$ cat config.mk
export PLATFORM = sky130hd
export DESIGN_NAME = down_timer64
export DESIGN_NICKNAME = d
export VERILOG_FILES = /design/src/rtl/dtmr_pkg.sv /design/src/rtl/dtmr_regs.sv /design/src/rtl/dtmr_counter.sv /design/src/rtl/dtmr_irq.sv /design/src/rtl/down_timer64.sv
export SDC_FILE = /design/constraint.sdc
export NUM_CORES = 1
export LEC_CHECK = 0
export ABC_CLOCK_PERIOD_IN_PS = 8700
export BUFFER_PORTS_ARGS = -buffer_cell sky130_fd_sc_hd__buf_2
export CORE_ASPECT_RATIO = 1.2
export CORE_MARGIN = 2
export CORE_UTILIZATION = 45
export CTS_BUF_LIST = sky130_fd_sc_hd__clkbuf_4 sky130_fd_sc_hd__clkbuf_8 sky130_fd_sc_hd__clkbuf_16
export DETAILED_ROUTE_END_ITERATION = 8
export PLACE_DENSITY = 0.66
export RECOVER_POWER = 100
export SLEW_MARGIN = 20
export SYNTH_ARGS = -nofsm -noshare
export SYNTH_HDL_FRONTEND = slang
export SYNTH_SLANG_ARGS = --single-unit
$ cat constraint.sdc
create_clock -name clk -period 8.7 [get_ports clk]
set_clock_uncertainty 0.05 [all_clocks]
set_input_delay 1.74 -clock clk [delete_from_list [all_inputs] [get_ports clk]]
set_output_delay 1.74 -clock clk [all_outputs]
set_load 0.1 [all_outputs]
$ cat src/rtl/dtmr_pkg.sv
package dtmr_pkg;
  localparam int unsigned OFS_LOAD = 0;   // start value words at OFS_LOAD + 4*k
  localparam int unsigned OFS_CUR  = 8;   // live count words at OFS_CUR + 4*k
  localparam int unsigned OFS_CTRL = 16;
  localparam int unsigned OFS_STAT = 24;

  typedef enum logic {
    MODE_RELOAD = 1'b0,
    MODE_SINGLE = 1'b1
  } dtmr_mode_e;

  typedef struct packed {
    logic       unmask;
    dtmr_mode_e mode;
    logic       en;
  } dtmr_ctrl_t;
endpackage

$ cat src/rtl/dtmr_regs.sv
module dtmr_regs
  import dtmr_pkg::*;
#(
  parameter int DATA_W = 32,
  parameter int ADDR_W = 5,
  parameter int CNT_W  = 2 * DATA_W
) (
  input  logic              clk,
  input  logic              rst,
  input  logic              sel_i,
  input  logic              wr_i,
  input  logic [ADDR_W-1:0] addr_i,
  input  logic [DATA_W-1:0] wdata_i,
  output logic [DATA_W-1:0] rdata_o,
  input  logic [CNT_W-1:0]  cnt_i,
  input  logic              stat_i,
  output logic [CNT_W-1:0]  load_o,
  output dtmr_ctrl_t        ctrl_o,
  output logic              start_o,
  output logic              clr_o
);
  localparam int NW = CNT_W / DATA_W;
  localparam int CW = $bits(dtmr_ctrl_t);

  logic [NW-1:0]     hit_ld, hit_cur;
  logic              hit_ctrl, hit_stat, wr_acc, rd_acc;
  logic [DATA_W-1:0] load_w [NW];
  logic [DATA_W-1:0] rd_mux;
  dtmr_ctrl_t        ctrl_q;

  assign wr_acc   = sel_i & wr_i;
  assign rd_acc   = sel_i & ~wr_i;
  assign hit_ctrl = (addr_i == ADDR_W'(OFS_CTRL));
  assign hit_stat = (addr_i == ADDR_W'(OFS_STAT));

  for (genvar k = 0; k < NW; k++) begin : g_word
    assign hit_ld[k]  = (addr_i == ADDR_W'(OFS_LOAD + 4 * k));
    assign hit_cur[k] = (addr_i == ADDR_W'(OFS_CUR + 4 * k));
    assign load_o[k*DATA_W +: DATA_W] = load_w[k];

    always_ff @(posedge clk) begin
      if (rst)                    load_w[k] <= '0;
      else if (wr_acc && hit_ld[k]) load_w[k] <= wdata_i;
    end
  end

  always_ff @(posedge clk) begin
    if (rst)                      ctrl_q <= '0;
    else if (wr_acc && hit_ctrl)  ctrl_q <= dtmr_ctrl_t'(wdata_i[CW-1:0]);
  end

  assign ctrl_o  = ctrl_q;
  assign start_o = wr_acc & hit_ctrl & wdata_i[0] & ~ctrl_q.en;
  assign clr_o   = wr_acc & hit_stat & wdata_i[0];

  always_comb begin
    rd_mux = '0;
    for (int k = 0; k < NW; k++) begin
      if (hit_ld[k])  rd_mux = load_w[k];
      if (hit_cur[k]) rd_mux = cnt_i[k*DATA_W +: DATA_W];
    end
    if (hit_ctrl) rd_mux = {{(DATA_W-CW){1'b0}}, ctrl_q};
    if (hit_stat) rd_mux = {{(DATA_W-1){1'b0}}, stat_i};
  end

  always_ff @(posedge clk) begin
    if (rst)         rdata_o <= '0;
    else if (rd_acc) rdata_o <= rd_mux;
  end

  // read data changes only in response to a read access
  a_r2_rdata_hold: assert property (@(posedge clk) disable iff (rst)
    !rd_acc |=> $stable(rdata_o));

  // a write to an unmapped offset leaves the control word untouched
  a_r9_unmapped_wr: assert property (@(posedge clk) disable iff (rst)
    (wr_acc && !hit_ctrl) |=> $stable(ctrl_q));
endmodule

$ cat src/rtl/dtmr_counter.sv
module dtmr_counter
  import dtmr_pkg::*;
#(
  parameter int CNT_W = 64
) (
  input  logic             clk,
  input  logic             rst,
  input  logic             en_i,
  input  dtmr_mode_e       mode_i,
  input  logic             tick_i,
  input  logic             start_i,
  input  logic [CNT_W-1:0] load_i,
  output logic [CNT_W-1:0] cnt_o,
  output logic             term_o
);
  logic [CNT_W-1:0] cnt_q;
  logic             fired_q, at_zero, step;

  assign at_zero = (cnt_q == '0);
  assign step    = en_i & tick_i & ~start_i;
  assign term_o  = step & at_zero & ~((mode_i == MODE_SINGLE) & fired_q);
  assign cnt_o   = cnt_q;

  always_ff @(posedge clk) begin
    if (rst) begin
      cnt_q   <= '0;
      fired_q <= 1'b0;
    end else if (start_i) begin
      cnt_q   <= load_i;
      fired_q <= 1'b0;
    end else if (step) begin
      if (!at_zero)                  cnt_q <= cnt_q - 1'b1;
      else if (mode_i == MODE_RELOAD) cnt_q <= load_i;
      if (term_o && mode_i == MODE_SINGLE) fired_q <= 1'b1;
    end
  end

  // an idle counter does not move
  a_r4_idle_hold: assert property (@(posedge clk) disable iff (rst)
    (!en_i && !start_i) |=> $stable(cnt_q));

  // one step down per tick
  a_r3_decrement: assert property (@(posedge clk) disable iff (rst)
    (step && !at_zero) |=> (cnt_q == $past(cnt_q) - 1'b1));

  // start copies the start value
  a_r3_start_load: assert property (@(posedge clk) disable iff (rst)
    start_i |=> (cnt_q == $past(load_i)));

  // reload mode wraps to the start value
  a_r5_reload: assert property (@(posedge clk) disable iff (rst)
    (step && at_zero && mode_i == MODE_RELOAD) |=> (cnt_q == $past(load_i)));

  // single mode parks at zero
  a_r6_park: assert property (@(posedge clk) disable iff (rst)
    (en_i && !start_i && at_zero && mode_i == MODE_SINGLE) |=> (cnt_q == '0));
endmodule

$ cat src/rtl/dtmr_irq.sv
module dtmr_irq (
  input  logic clk,
  input  logic rst,
  input  logic term_i,
  input  logic clr_i,
  input  logic unmask_i,
  output logic stat_o,
  output logic irq_o
);
  logic stat_q, irq_q;

  always_ff @(posedge clk) begin
    if (rst) begin
      stat_q <= 1'b0;
      irq_q  <= 1'b0;
    end else begin
      if (term_i)     stat_q <= 1'b1;
      else if (clr_i) stat_q <= 1'b0;
      irq_q <= stat_q & unmask_i;
    end
  end

  assign stat_o = stat_q;
  assign irq_o  = irq_q;

  // a terminal event always leaves status set, even against a clear
  a_r7_set_wins: assert property (@(posedge clk) disable iff (rst)
    term_i |=> stat_q);

  // status is sticky until cleared
  a_r7_sticky: assert property (@(posedge clk) disable iff (rst)
    (stat_q && !clr_i) |=> stat_q);

  // interrupt line follows masked status one clock later
  a_r8_irq_follow: assert property (@(posedge clk) disable iff (rst)
    1'b1 |=> (irq_q == ($past(stat_q) & $past(unmask_i))));
endmodule

$ cat src/rtl/down_timer64.sv
module down_timer64
  import dtmr_pkg::*;
#(
  parameter int DATA_W = 32,
  parameter int ADDR_W = 5
) (
  input  logic              clk,
  input  logic              rst,
  input  logic              bus_sel,
  input  logic              bus_wr,
  input  logic [ADDR_W-1:0] bus_addr,
  input  logic [DATA_W-1:0] bus_wdata,
  output logic [DATA_W-1:0] bus_rdata,
  input  logic              tick,
  output logic              irq
);
  localparam int CNT_W = 2 * DATA_W;

  logic [CNT_W-1:0] load, cnt;
  dtmr_ctrl_t       ctrl;
  logic             start, clr, term, stat;

  dtmr_regs #(.DATA_W(DATA_W), .ADDR_W(ADDR_W), .CNT_W(CNT_W)) i_regs (
    .clk(clk), .rst(rst), .sel_i(bus_sel), .wr_i(bus_wr), .addr_i(bus_addr),
    .wdata_i(bus_wdata), .rdata_o(bus_rdata), .cnt_i(cnt), .stat_i(stat),
    .load_o(load), .ctrl_o(ctrl), .start_o(start), .clr_o(clr)
  );

  dtmr_counter #(.CNT_W(CNT_W)) i_counter (
    .clk(clk), .rst(rst), .en_i(ctrl.en), .mode_i(ctrl.mode), .tick_i(tick),
    .start_i(start), .load_i(load), .cnt_o(cnt), .term_o(term)
  );

  dtmr_irq i_irq (
    .clk(clk), .rst(rst), .term_i(term), .clr_i(clr), .unmask_i(ctrl.unmask),
    .stat_o(stat), .irq_o(irq)
  );
endmodule

### After elaboration in Yosys (flattened, before gate mapping)

Memories as Yosys holds them, arrays and structs flattened.
Index checks and enable logic that the tools add are counted.

* bits in registers: 102
* RAM bits: 64
* input bits: 42
* output and inout bits: 33
* logic and storage cells: 68
* memories kept: 1

Memory list
* i_regs.load_w: depth 2, width 32, read ports 2, clocked after memory_dff 0, write ports 2, line dtmr_regs.sv:27 `logic [DATA_W-1:0] load_w [NW];`

* $add $sub $neg: 1
* equal/unequal tests: 6
* multiplexer cells: 22
* bitwise logic cells: 19
* reduce and logical (&&, ||, !) cells: 11

Operator list (count)
* 32-bit two-way mux: 8
* 64-bit two-way mux: 4
* 64-bit zero test: 1
* 64-bit by 1-bit subtractor with 64-bit output, second input constant: 1
* 1-bit AND: 13
* 5-bit by 4-bit == test with 1-bit output, second input constant: 2
* 5-bit == test, second input constant: 2
* 1-bit two-way mux: 10
* 5-bit by 3-bit == test with 1-bit output, second input constant: 1
* 5-bit zero test: 1
* 1-bit logical AND: 4
* 1-bit NOT: 4
* 2-bit AND reduction: 2
* 2-bit nonzero test: 2
* 3-bit by 2-bit != test with 1-bit output, second input constant: 1
* 1-bit OR: 2
* 2-bit OR reduction: 1

### Longest topological paths before layout

Gate-level depths: netlist (run 1).

* depth in word-level cells: 10
* depth in mapped cells: 10
* depth with buffers taken out: 8

### By module

From an unflattened synthesis (run 1), not the netlist that was laid out.

* cells, all modules: 960
* area, all modules: 9027.4 µm²

By module, submodules not included
* dtmr_regs: times used 1, cells each 382, area each 4773.3 µm², seq. area each 2622.5 µm²
* dtmr_counter: times used 1, cells each 572, area each 4186.5 µm², seq. area each 1301.2 µm²
* dtmr_irq: times used 1, cells each 6, area each 67.6 µm², seq. area each 40.0 µm²

### Least setup slack after synthesis (run 1)

No wires, ideal clock.

* kind: input to register
* start point: input port bus_addr[2]
* end point: memory i_regs.load_w[0][0] (enable)
* library setup time: 0.466 ns
* arrival time: 4.659 ns
* data required time: 8.184 ns
* slack: 3.525 ns
* cell stages on the path: 3
* buffers on the path: 2
* cells stage by stage: clkbuf_1 buf_1 o21ai_0

RTL lines
* from (decl): line down_timer64.sv:11 `input logic [ADDR_W-1:0] bus_addr,`
* to (decl): line dtmr_regs.sv:27

==> qor.csv, run 1 <==
metric,value,unit
Placed Cells,1174,
CP Data Required Time,8670,ps
crit path DAT,6010,ps
Final nets,976,
flop and latch count out of synthesis,166,
"wirelength, routed",25300,um
total power,1.91,mW
Vias,7484,
Final Hold Vio Count,0,
crit-path max FO,48,
IO Pins,75,
Num CTS Buffers,17,
Post-CTS Resized,0,
FP Rows,56,
Area Overhead vs Synth,9.41,%
Max transition margin,-0.733,
Max Fclk,165,MHz
"Cell Chain, Critical Path","clkbuf_1, inv_1, clkbuf_1, o21ai_4, clkbuf_1",
die area,0.0214,mm2
setup bufs post-CTS,0,
DR pass1 iterations,5,
Vias/cell,6.21,
total track usage,0.239,
"EDFF count, synth",64,
asr flop ratio synth,0,
Post-DP HPWL,16500,um
deepest clock path buffer count,2,
"Clk pin slew, worst setup/hold paths",70,ps
Die Y,160,um
peak supply drop,0.176,mV
Syn Inst Count,896,
number of port buffers,74,
Mapped Nets,940,
M1 GR Usage,0.317,
Post-CTS Hold Buffers,0,
Routed WL per cell,21.0,um
CTS tree,built,
Post-Syn Area,0.00909,mm2
largest net degree at the start of global routing,55,
largest stage delay on the critical path,1820,ps
RSZ-0062 raised after global routing,no,
Pwr Density,192,mW/mm2
first-iteration detailed-routing DRC count,800,
CTS Sinks,166,
setup violators final,0,
Core Region,0.0197,mm2
minimum hold slack,445,ps
grt peak-use layer,met2,
Tmin final,6040,ps
DRT antenna net count,0,
period utilisation layout,0.695,
status,"finished, violations left",
CP Class,in -> reg,
fin. max-slew vios,203,
failing checks,"max-capacitance violations, max-slew violations",
initial antenna violation count,0,
Yosys cell types,57,
share of layout cells above drive strength 1,0.149,
Slowest cell on crit path,clkbuf_1,
worst hold path type,reg -> reg,
Least-Margin Pin Slew,2600,ps
GPL Wtd Cong,0.881,
post-route setup slack,2660,ps
static leakage,3.64,nW
starting density of the core,0.462,
drt drc,0,
vias in the first global route,7078,
Fin Setup TNS,0,ps
Synth Warn #,0,
global-route wire length before repair,40200,um
GR Layer Usage met3,0.0416,
register area share after synthesis,0.436,
syn avg cell area,10.1,um2
"most used cell, CP",clkbuf_1,
Root Buffer,clkbuf_16,
"Top FF cell, synth",dfxtp_1,
CP Launch Type,primary input,
Worst-Skew Late Latency,440,ps
Filler cells,1836,
diode count,0,
grt met2 use,0.400,
GR Overflow Total,0,
die width,134,um
"non-filler cells, final",1206,
dpl ws,3350,ps
maxcap violations,5,
Worst setup EP type,flip-flop,
H-tree depth,4,
-- synth_stat cells, types with 2 or more instances --
cell type | n | area share
mux4_2 | 32 | 0.079
nor4_1 | 28 | 0.019
nor4b_1 | 3 | 0.0029
a32o_1 | 15 | 0.017
o32ai_2 | 19 | 0.034
or3_1 | 14 | 0.0096
nand2_1 | 29 | 0.012
mux2_2 | 12 | 0.015
clkbuf_1 | 53 | 0.022
o211a_1 | 2 | 0.0022
and4_1 | 4 | 0.0039
a22oi_1 | 29 | 0.024
buf_4 | 4 | 0.0033
and3_1 | 7 | 0.0048
dfxtp_1 | 102 | 0.22
edfxtp_1 | 64 | 0.21
buf_2 | 8 | 0.0044
o32ai_1 | 16 | 0.015
nand4_1 | 15 | 0.010
ha_1 | 2 | 0.0028
nor2_1 | 82 | 0.034
a211oi_1 | 3 | 0.0025
o21ai_0 | 31 | 0.017
or4_4 | 2 | 0.0025
nand2b_1 | 2 | 0.0014
a221oi_1 | 11 | 0.011
a31oi_1 | 2 | 0.0014
or4_1 | 12 | 0.0099
and2_1 | 69 | 0.047
nor3_1 | 38 | 0.021
nor2b_1 | 4 | 0.0028
a21oi_1 | 37 | 0.020
a221oi_2 | 3 | 0.0050
o221ai_1 | 2 | 0.0019
mux2i_1 | 40 | 0.044
buf_1 | 3 | 0.0012
buf_6 | 5 | 0.0062
nand3_1 | 20 | 0.011
inv_1 | 53 | 0.022
a21o_1 | 2 | 0.0017
-- registers in the layout (all words and copies together) (netlist names) --
name,cells
i_counter.fired_q,1
i_irq.stat_o,1
i_counter.cnt_o,64
i_irq.irq_o,1
i_regs.load_w,64
i_regs.rdata_o,32
i_regs.ctrl_o,3
-- placed cells by master, fill, tap and decap left out, drive strengths merged, types with 15 or more instances in the layout --
cell type and n:
buf 50, dfxtp 102, edfxtp 64, mux4 32, a22oi 29, nand4 15, nor2 82, mux2i 40
o21ai 33, a21oi 37, nor3 38, nor4 28, a32o 15, nand2 30, nand3 20, and2 69
inv 60, o32ai 36, clkbuf 57
-- report_power, final --
part           switching [mW]  total, mW  internal, mW  leakage [nW]
registers              0.0151      0.842         0.827          1.43
logic                   0.202      0.321         0.120          1.92
clock network           0.341      0.742         0.401         0.280
total                   0.558       1.91          1.35          3.64
-- per-stage QoR --
| step | area (um2) | util |
|---|---|---|
| final | 9950 | 0.505 |
| after global routing | 9950 | 0.505 |
| after CTS | 10200 | 0.517 |
| after detailed placement | 9610 | 0.488 |
| after global placement | 9610 | 0.488 |
| after floorplan | 9090 | - |
-- final cells by class --
class	instances	area, um2	area share
clock buffer	17	425	0.0428
clock inverter	15	144	0.0145
inverter	53	199	0.0200
multi-input combinational	604	4470	0.449
sequential	166	3960	0.398
tap	261	327	0.0328
timing repair buffer	90	425	0.0428
-- worst paths after layout --
| path | start | end | slack (ps) | depth (start not counted) |
|---|---|---|---|---|
| worst max-delay path | rst | i_regs.load_w[0][22] | 2660 | 5 |
| worst min register to register | i_regs.rdata_o[2] | i_regs.rdata_o[2] | 440 | 2 |
| worst min-delay path | i_regs.rdata_o[2] | i_regs.rdata_o[2] | 440 | 2 |
| worst max register to register | i_counter.cnt_o[31] | i_counter.cnt_o[36] | 3930 | 6 |
-- layer usage --
metal	routed length [um]	share of wire
met1	10900	0.43
met2	12600	0.50
met3	1380	0.055
met4	431	0.017
met5	0	0
-- critical path, delay by kind of cell --
family	cells	cell delay [ps]
buffers and inverters	4	4050
AOI/OAI and AO/OA	1	180
-- logic make-up after synthesis --
logic type / share of synthesized area
simple gates: 0.198
compound gates: 0.167
flops: 0.436
buf+inv: 0.0589
mux: 0.138
fa+ha+maj: 0.00275
No activity file was read; power rests on OpenSTA's default activity.
==> run 2, diff against run 1 <==
--- a/config.mk
+++ b/config.mk
@@ -5,14 +5,14 @@
 export SDC_FILE = /design/constraint.sdc
 export NUM_CORES = 1
 export LEC_CHECK = 0
-export ABC_CLOCK_PERIOD_IN_PS = 8700
+export ABC_CLOCK_PERIOD_IN_PS = 5540
 export BUFFER_PORTS_ARGS = -buffer_cell sky130_fd_sc_hd__buf_2
 export CORE_ASPECT_RATIO = 1.2
 export CORE_MARGIN = 2
 export CORE_UTILIZATION = 45
 export CTS_BUF_LIST = sky130_fd_sc_hd__clkbuf_4 sky130_fd_sc_hd__clkbuf_8 sky130_fd_sc_hd__clkbuf_16
 export DETAILED_ROUTE_END_ITERATION = 8
-export PLACE_DENSITY = 0.66
+export PLACE_DENSITY = 0.68
 export RECOVER_POWER = 100
 export SLEW_MARGIN = 20
 export SYNTH_ARGS = -nofsm -noshare
==> constraint.sdc (replaced) <==
create_clock -name clk -period 5.54 [get_ports clk]
set_clock_uncertainty 0.05 [all_clocks]
set_input_delay 1.108 -clock clk [delete_from_list [all_inputs] [get_ports clk]]
set_output_delay 1.108 -clock clk [all_outputs]
set_load 0.1 [all_outputs]
==> qor.csv, run 2 (same netlist as run 1, synthesis figures left out) <==
metric,value,unit,change
H-tree depth,4,,unchanged
Pwr Density,315,mW/mm2,+65%
fin. max-slew vios,71,,-65%
Core Region,0.0197,mm2,unchanged
deepest clock path buffer count,2,,unchanged
global-route wire length before repair,40800,um,+1.6%
Final Hold Vio Count,0,,unchanged
CP Launch Type,primary input,,
IO Pins,75,,unchanged
crit path DAT,4390,ps,-1620 ps
Routed WL per cell,21.1,um,+0.32%
CTS tree,built,,
Least-Margin Pin Slew,2080,ps,-514 ps
CP Class,in -> reg,,
RSZ-0062 raised after global routing,no,,
Root Buffer,clkbuf_16,,
worst hold path type,reg -> reg,,
CP Data Required Time,5670,ps,-3000 ps
Vias,7530,,+0.61%
Max transition margin,-0.390,,+0.343
initial antenna violation count,0,,unchanged
Area Overhead vs Synth,10.7,%,
"Cell Chain, Critical Path","buf_4, clkbuf_1, nor3_1, clkbuf_1, and2_0",,
die width,134,um,unchanged
minimum hold slack,444,ps,-0.782 ps
peak supply drop,0.250,mV,+42%
CTS Sinks,166,,unchanged
Final nets,975,,-0.10%
crit-path max FO,55,,+15%
Vias/cell,6.25,,+0.78%
Max Fclk,235,MHz,
Worst setup EP type,flip-flop,,
"commonest non-fill, non-tap cells in the layout","dfxtp_1, nor2_1, edfxtp_1",,
Post-CTS Hold Buffers,0,,unchanged
starting density of the core,0.462,,unchanged
Fin Setup TNS,0,ps,unchanged
share of layout cells above drive strength 1,0.150,,+0.000316
DRT antenna net count,0,,unchanged
largest stage delay on the critical path,1530,ps,-290 ps
"most used cell, CP",clkbuf_1,,
failing checks,"max-capacitance violations, max-slew violations",,
Num CTS Buffers,17,,unchanged
total track usage,0.241,,+0.00184
setup bufs post-CTS,0,,unchanged
maxcap violations,2,,-3
setup violators final,0,,unchanged
Post-DP HPWL,16300,um,-1.4%
Post-CTS Resized,0,,unchanged
dpl ws,1290,ps,-2060 ps
die area,0.0214,mm2,unchanged
diode count,0,,unchanged
status,"finished, violations left",,
first-iteration detailed-routing DRC count,828,,+3.5%
number of port buffers,74,,unchanged
GR Overflow Total,0,,unchanged
Tmin final,4260,ps,
Die Y,160,um,unchanged
Final Util,0.511,,+0.00610
static leakage,3.68,nW,+1.2%
Worst-Skew Late Latency,440,ps,about the same
"wirelength, routed",25400,um,+0.16%
Slowest cell on crit path,clkbuf_1,,
vias in the first global route,7343,,+3.7%
"Clk pin slew, worst setup/hold paths",60,ps,about the same
DR pass1 iterations,6,,+1
post-route setup slack,1280,ps,-1380 ps
"most common cell after layout, fill and taps aside",dfxtp_1,,
largest net degree at the start of global routing,60,,+9.1%
FP Rows,56,,unchanged
period utilisation layout,0.770,,
GPL Wtd Cong,0.893,,+1.4%
drt drc,0,,unchanged
[run 2: cell count changes in the layout (fill, tap and decap cells not counted), sizes merged]
cell,before,now
buf,50,48
bufinv,1,6
clkbuf,57,59
clkinv,6,5
clkinvlp,1,2
inv,60,53
[run 2: final cells by class]
| class | instances | area [um2] |
|---|---|---|
| clock buffers | 18 | 433 |
| fillers | 1834 | 9620 |
| flip-flops and latches | 166 | 3960 |
| multi-input cells | 604 | 4500 |
| clock inverters | 13 | 230 |
| well taps | 261 | 327 |
| inverters | 53 | 199 |
| repair buffers | 89 | 419 |
[run 2: metrics by stage]
| step | cell area, um2 | instances | power (mW) |
|---|---|---|---|
| after floorplan | 9090 | 896 | 1.73 |
| after global placement | 9610 | 1173 | 1.85 |
| after detailed placement | 9610 | 1173 | 1.85 |
| after CTS | 10300 | 1204 | 3.18 |
| after global routing | 10100 | 1204 | 3.27 |
| final | 10100 | 1204 | 3.18 |
[run 2: power by group]
part / leakage [nW] / switching, mW / internal (mW)
Clock: 0.317 / 0.504 / 0.847
Sequential: 1.43 / 0.0228 / 1.30
Combinational: 1.93 / 0.317 / 0.187
[run 2: routing by layer]
layer	global-route usage	part of all wire
met2	0.399	0.49
met1	0.320	0.42
met3	0.0384	0.066
met5	0	0
met4	0.0832	0.021
[run 2: worst max-delay path: cells and delay by family]
kind / cells / cell delay, ps
buffers and inverters: 3 / 2720
AND/OR/NAND/NOR: 2 / 530
[run 2: worst paths after layout]
path | from | to | slack (ps) | cells past startpoint
worst min register to register | i_counter.cnt_o[41] | i_counter.cnt_o[41] | 440 | 2
worst max register to register | i_counter.cnt_o[31] | i_counter.cnt_o[19] | 1360 | 8
worst max-delay path | rst | i_regs.load_w[0][10] | 1280 | 5
worst min-delay path | i_counter.cnt_o[41] | i_counter.cnt_o[41] | 440 | 2
==> run 3, diff against run 2 <==
--- a/config.mk
+++ b/config.mk
@@ -5,14 +5,15 @@
 export SDC_FILE = /design/constraint.sdc
 export NUM_CORES = 1
 export LEC_CHECK = 0
-export ABC_CLOCK_PERIOD_IN_PS = 5540
+export ABC_AREA = 1
+export ABC_CLOCK_PERIOD_IN_PS = 4300
 export BUFFER_PORTS_ARGS = -buffer_cell sky130_fd_sc_hd__buf_2
 export CORE_ASPECT_RATIO = 1.2
 export CORE_MARGIN = 2
 export CORE_UTILIZATION = 45
 export CTS_BUF_LIST = sky130_fd_sc_hd__clkbuf_4 sky130_fd_sc_hd__clkbuf_8 sky130_fd_sc_hd__clkbuf_16
 export DETAILED_ROUTE_END_ITERATION = 8
-export PLACE_DENSITY = 0.68
+export PLACE_DENSITY = 0.66
 export RECOVER_POWER = 100
 export SLEW_MARGIN = 20
 export SYNTH_ARGS = -nofsm -noshare
==> constraint.sdc (replaced) <==
create_clock -name clk -period 4.3 [get_ports clk]
set_clock_uncertainty 0.05 [all_clocks]
set_input_delay 0.86 -clock clk [delete_from_list [all_inputs] [get_ports clk]]
set_output_delay 0.86 -clock clk [all_outputs]
set_load 0.1 [all_outputs]
==> qor.csv, run 3 <==
metric,value,unit,change
DR pass1 iterations,6,,unchanged
largest stage delay on the critical path,1580,ps,+50 ps
Post-CTS Hold Buffers,0,,unchanged
Bufs and invs on worst path,2,,-1
diode count,0,,unchanged
FP Rows,59,,+5.4%
leading area contributor after synthesis,dfxtp_1,,
Worst setup EP type,flip-flop,,
"wirelength, routed",35500,um,+40%
Vias/cell,5.52,,-12%
dpl ws,1210,ps,-84.4 ps
CTS tree,built,,
deepest clock path buffer count,2,,unchanged
"count leader, synth",nand2_1,,
worst hold path type,reg -> reg,,
origin of the worst setup path,bus_addr[3],,
Hold Path End,i_regs.rdata_o[18],,
CP Class,in -> reg,,
"Top FF cell, synth",dfxtp_1,,
number of port buffers,74,,unchanged
GR Overflow Total,0,,unchanged
largest net degree at the start of global routing,71,,+18%
Worst Reg2Reg Path Length in Cells,14,,+6
"delay-heaviest family, CP",buffers and inverters,,
"commonest non-fill, non-tap cells in the layout","nand2_1, nor2_1, inv_1",,
Post-CTS Resized,0,,unchanged
Max Fclk,285,MHz,
Synth Warn #,0,,unchanged
Final Hold Vio Count,0,,unchanged
Reg-to-Reg End,i_counter.cnt_o[60],,
Post-Syn Area,0.0100,mm2,+10%
DRT antenna net count,0,,unchanged
Routed WL per cell,19.2,um,-8.6%
GPL Wtd Cong,1.03,,+16%
R2R Path Start,i_counter.cnt_o[0],,
Worst-Skew Late Latency,440,ps,about the same
first-iteration detailed-routing DRC count,1232,,+49%
CP Data Required Time,4500,ps,-1170 ps
IO Pins,75,,unchanged
crit path DAT,3700,ps,-690 ps
CTS Sinks,166,,unchanged
minimum hold slack,414,ps,-30.5 ps
Max transition margin,-0.453,,-0.0631
Vias,10174,,+35%
failing checks,"max-capacitance violations, max-slew violations",,
Mapped Nets,1555,,+65%
vias in the first global route,9565,,+30%
H-tree depth,4,,unchanged
share of layout cells above drive strength 1,0.0727,,-0.0769
period utilisation layout,0.816,,
Filler cells,2213,,+21%
die area,0.0235,mm2,+10%
initial antenna violation count,0,,unchanged
"most common cell after layout, fill and taps aside",nand2_1,,
drt drc,0,,unchanged
total track usage,0.305,,+0.0645
hold depth,2,,unchanged
Yosys cell types,32,,-44%
status,"finished, violations left",,
Syn Inst Count,1511,,+69%
static leakage,5.40,nW,+47%
Area contributors post-synth,"dfxtp_1, edfxtp_1, nand2_1, nor2_1, inv_1",,
asr flop ratio synth,0,,unchanged
Post-DP HPWL,25100,um,+54%
"EDFF count, synth",64,,unchanged
Final nets,1600,,+64%
CP Launch Type,primary input,,
starting density of the core,0.461,,-0.000682
syn avg cell area,6.65,um2,-35%
global-route wire length before repair,55000,um,+35%
Fin Setup TNS,0,ps,unchanged
fin. max-slew vios,125,,+76%
Die Y,168,um,+5.0%
RSZ-0062 raised after global routing,no,,
dpl cell area,0.0106,mm2,+10%
fin area,0.0111,mm2,+10%
setup bufs post-CTS,0,,unchanged
post-route setup slack,792,ps,-484 ps
top-area cell type share of the netlist area,0.203,,-0.0212
flop and latch count out of synthesis,166,,unchanged
multi-input logic area,0.00493,mm2,+9.6%
Root Buffer,clkbuf_16,,
Pwr Density,361,mW/mm2,+15%
"most used cell, CP",clkbuf_1,,
Tmin final,3510,ps,
"Clk pin slew, worst setup/hold paths",70,ps,about the same
Num CTS Buffers,17,,unchanged
"Cell Chain, Critical Path","clkbuf_1, nor2_1, nand3_1, clkbuf_1, o221ai_1, o211ai_1, a21oi_1",,
die width,140,um,+4.9%
setup violators final,0,,unchanged
Slowest cell on crit path,clkbuf_1,,
Core Region,0.0218,mm2,+11%
sequential standard cell area,0.00396,mm2,unchanged
Least-Margin Pin Slew,2180,ps,+94.6 ps
Reg2Reg Setup Slack,1020,ps,-340 ps
maxcap violations,4,,+2
peak supply drop,0.278,mV,+11%
crit-path max FO,32,,-42%
Post-synth top cells,"nand2_1, nor2_1, inv_1, a21oi_1, dfxtp_1",,
hold path startpoint,i_regs.rdata_o[18],,
register area share after synthesis,0.395,,-0.0412
Area Overhead vs Synth,10.3,%,
-- run 3: cell types whose count changed after synthesis, moves of 28 or more --
cell / change
a22oi_1: -29
nor3_1: -32
nand3_1: +59
nor2_1: +202
mux4_2: -32
nand2_1: +373
and2_1: -69
nor4_1: -28
inv_1: +153
a21oi_1: +81
mux2i_1: -40
o211ai_1: +31
-- run 3: power breakdown --
| part | internal (mW) | switching, mW |
|---|---|---|
| clock network | 0.837 | 0.762 |
| logic | 0.185 | 0.521 |
| registers | 1.67 | 0.0282 |
| total | 2.69 | 1.31 |
-- run 3: stage by stage --
stage,utilization,power (mW),instances
4_1_cts,0.513,4.01,1843
6_report,0.509,4.00,1843
3_3_place_gp,0.485,2.42,1811
5_1_grt,0.509,4.16,1843
2_1_floorplan,-,2.26,1511
3_5_place_dp,0.485,2.43,1811
-- run 3: cells by family (layout without fill, tap and decap cells) --
kind of cell,after synthesis,count (layout),synth area share
simple gates,813,813,0.333
buf+inv,272,330,0.113
compound gates,235,235,0.137
flops,166,166,0.395
xor+xnor,23,23,0.0201
fa+ha+maj,2,2,0.00249
-- run 3: final cells by class --
class / count / area share
clock buffer: 17 / 0.0384
multi-input combinational: 1073 / 0.445
sequential: 166 / 0.358
timing repair buffer: 90 / 0.0410
tap: 274 / 0.0309
clock inverter: 15 / 0.0159
inverter: 208 / 0.0707
-- run 3: routing by layer --
| metal | vias to the layer above | share of wire | global-route usage |
|---|---|---|---|
| li1 | 4919 | - | - |
| met3 | 72 | 0.084 | 0.0452 |
| met2 | 465 | 0.45 | 0.484 |
| met4 | 0 | 0.029 | 0.0984 |
| met5 | - | 0 | 0 |
| met1 | 4718 | 0.44 | 0.430 |
-- run 3: worst max-delay path by stage --
stage                           to  slack [ps]  cells after the start
3_5_place_dp   i_counter.cnt_o[21]        1210                     10
4_1_cts        i_counter.cnt_o[57]        1500                     10
3_3_place_gp   i_counter.cnt_o[28]        1260                     10
5_1_grt        i_counter.cnt_o[21]         650                     14
2_1_floorplan  i_regs.load_w[0][0]          50                      4
6_report        i_regs.rdata_o[20]         790                      7
-- run 3: worst register-to-register path: stages (launching register included) --
cell and delay, ps:
dfxtp_1 370, inv_1 240, ha_1 190, inv_1 50, nor2_1 80, nand2_1 90, nor2_1 130, nand3_2 80
nor2_1 230, nand3_1 100, nand2_1 70, nand2_1 700, buf_12 490, nand3_1 130, a21oi_1 70
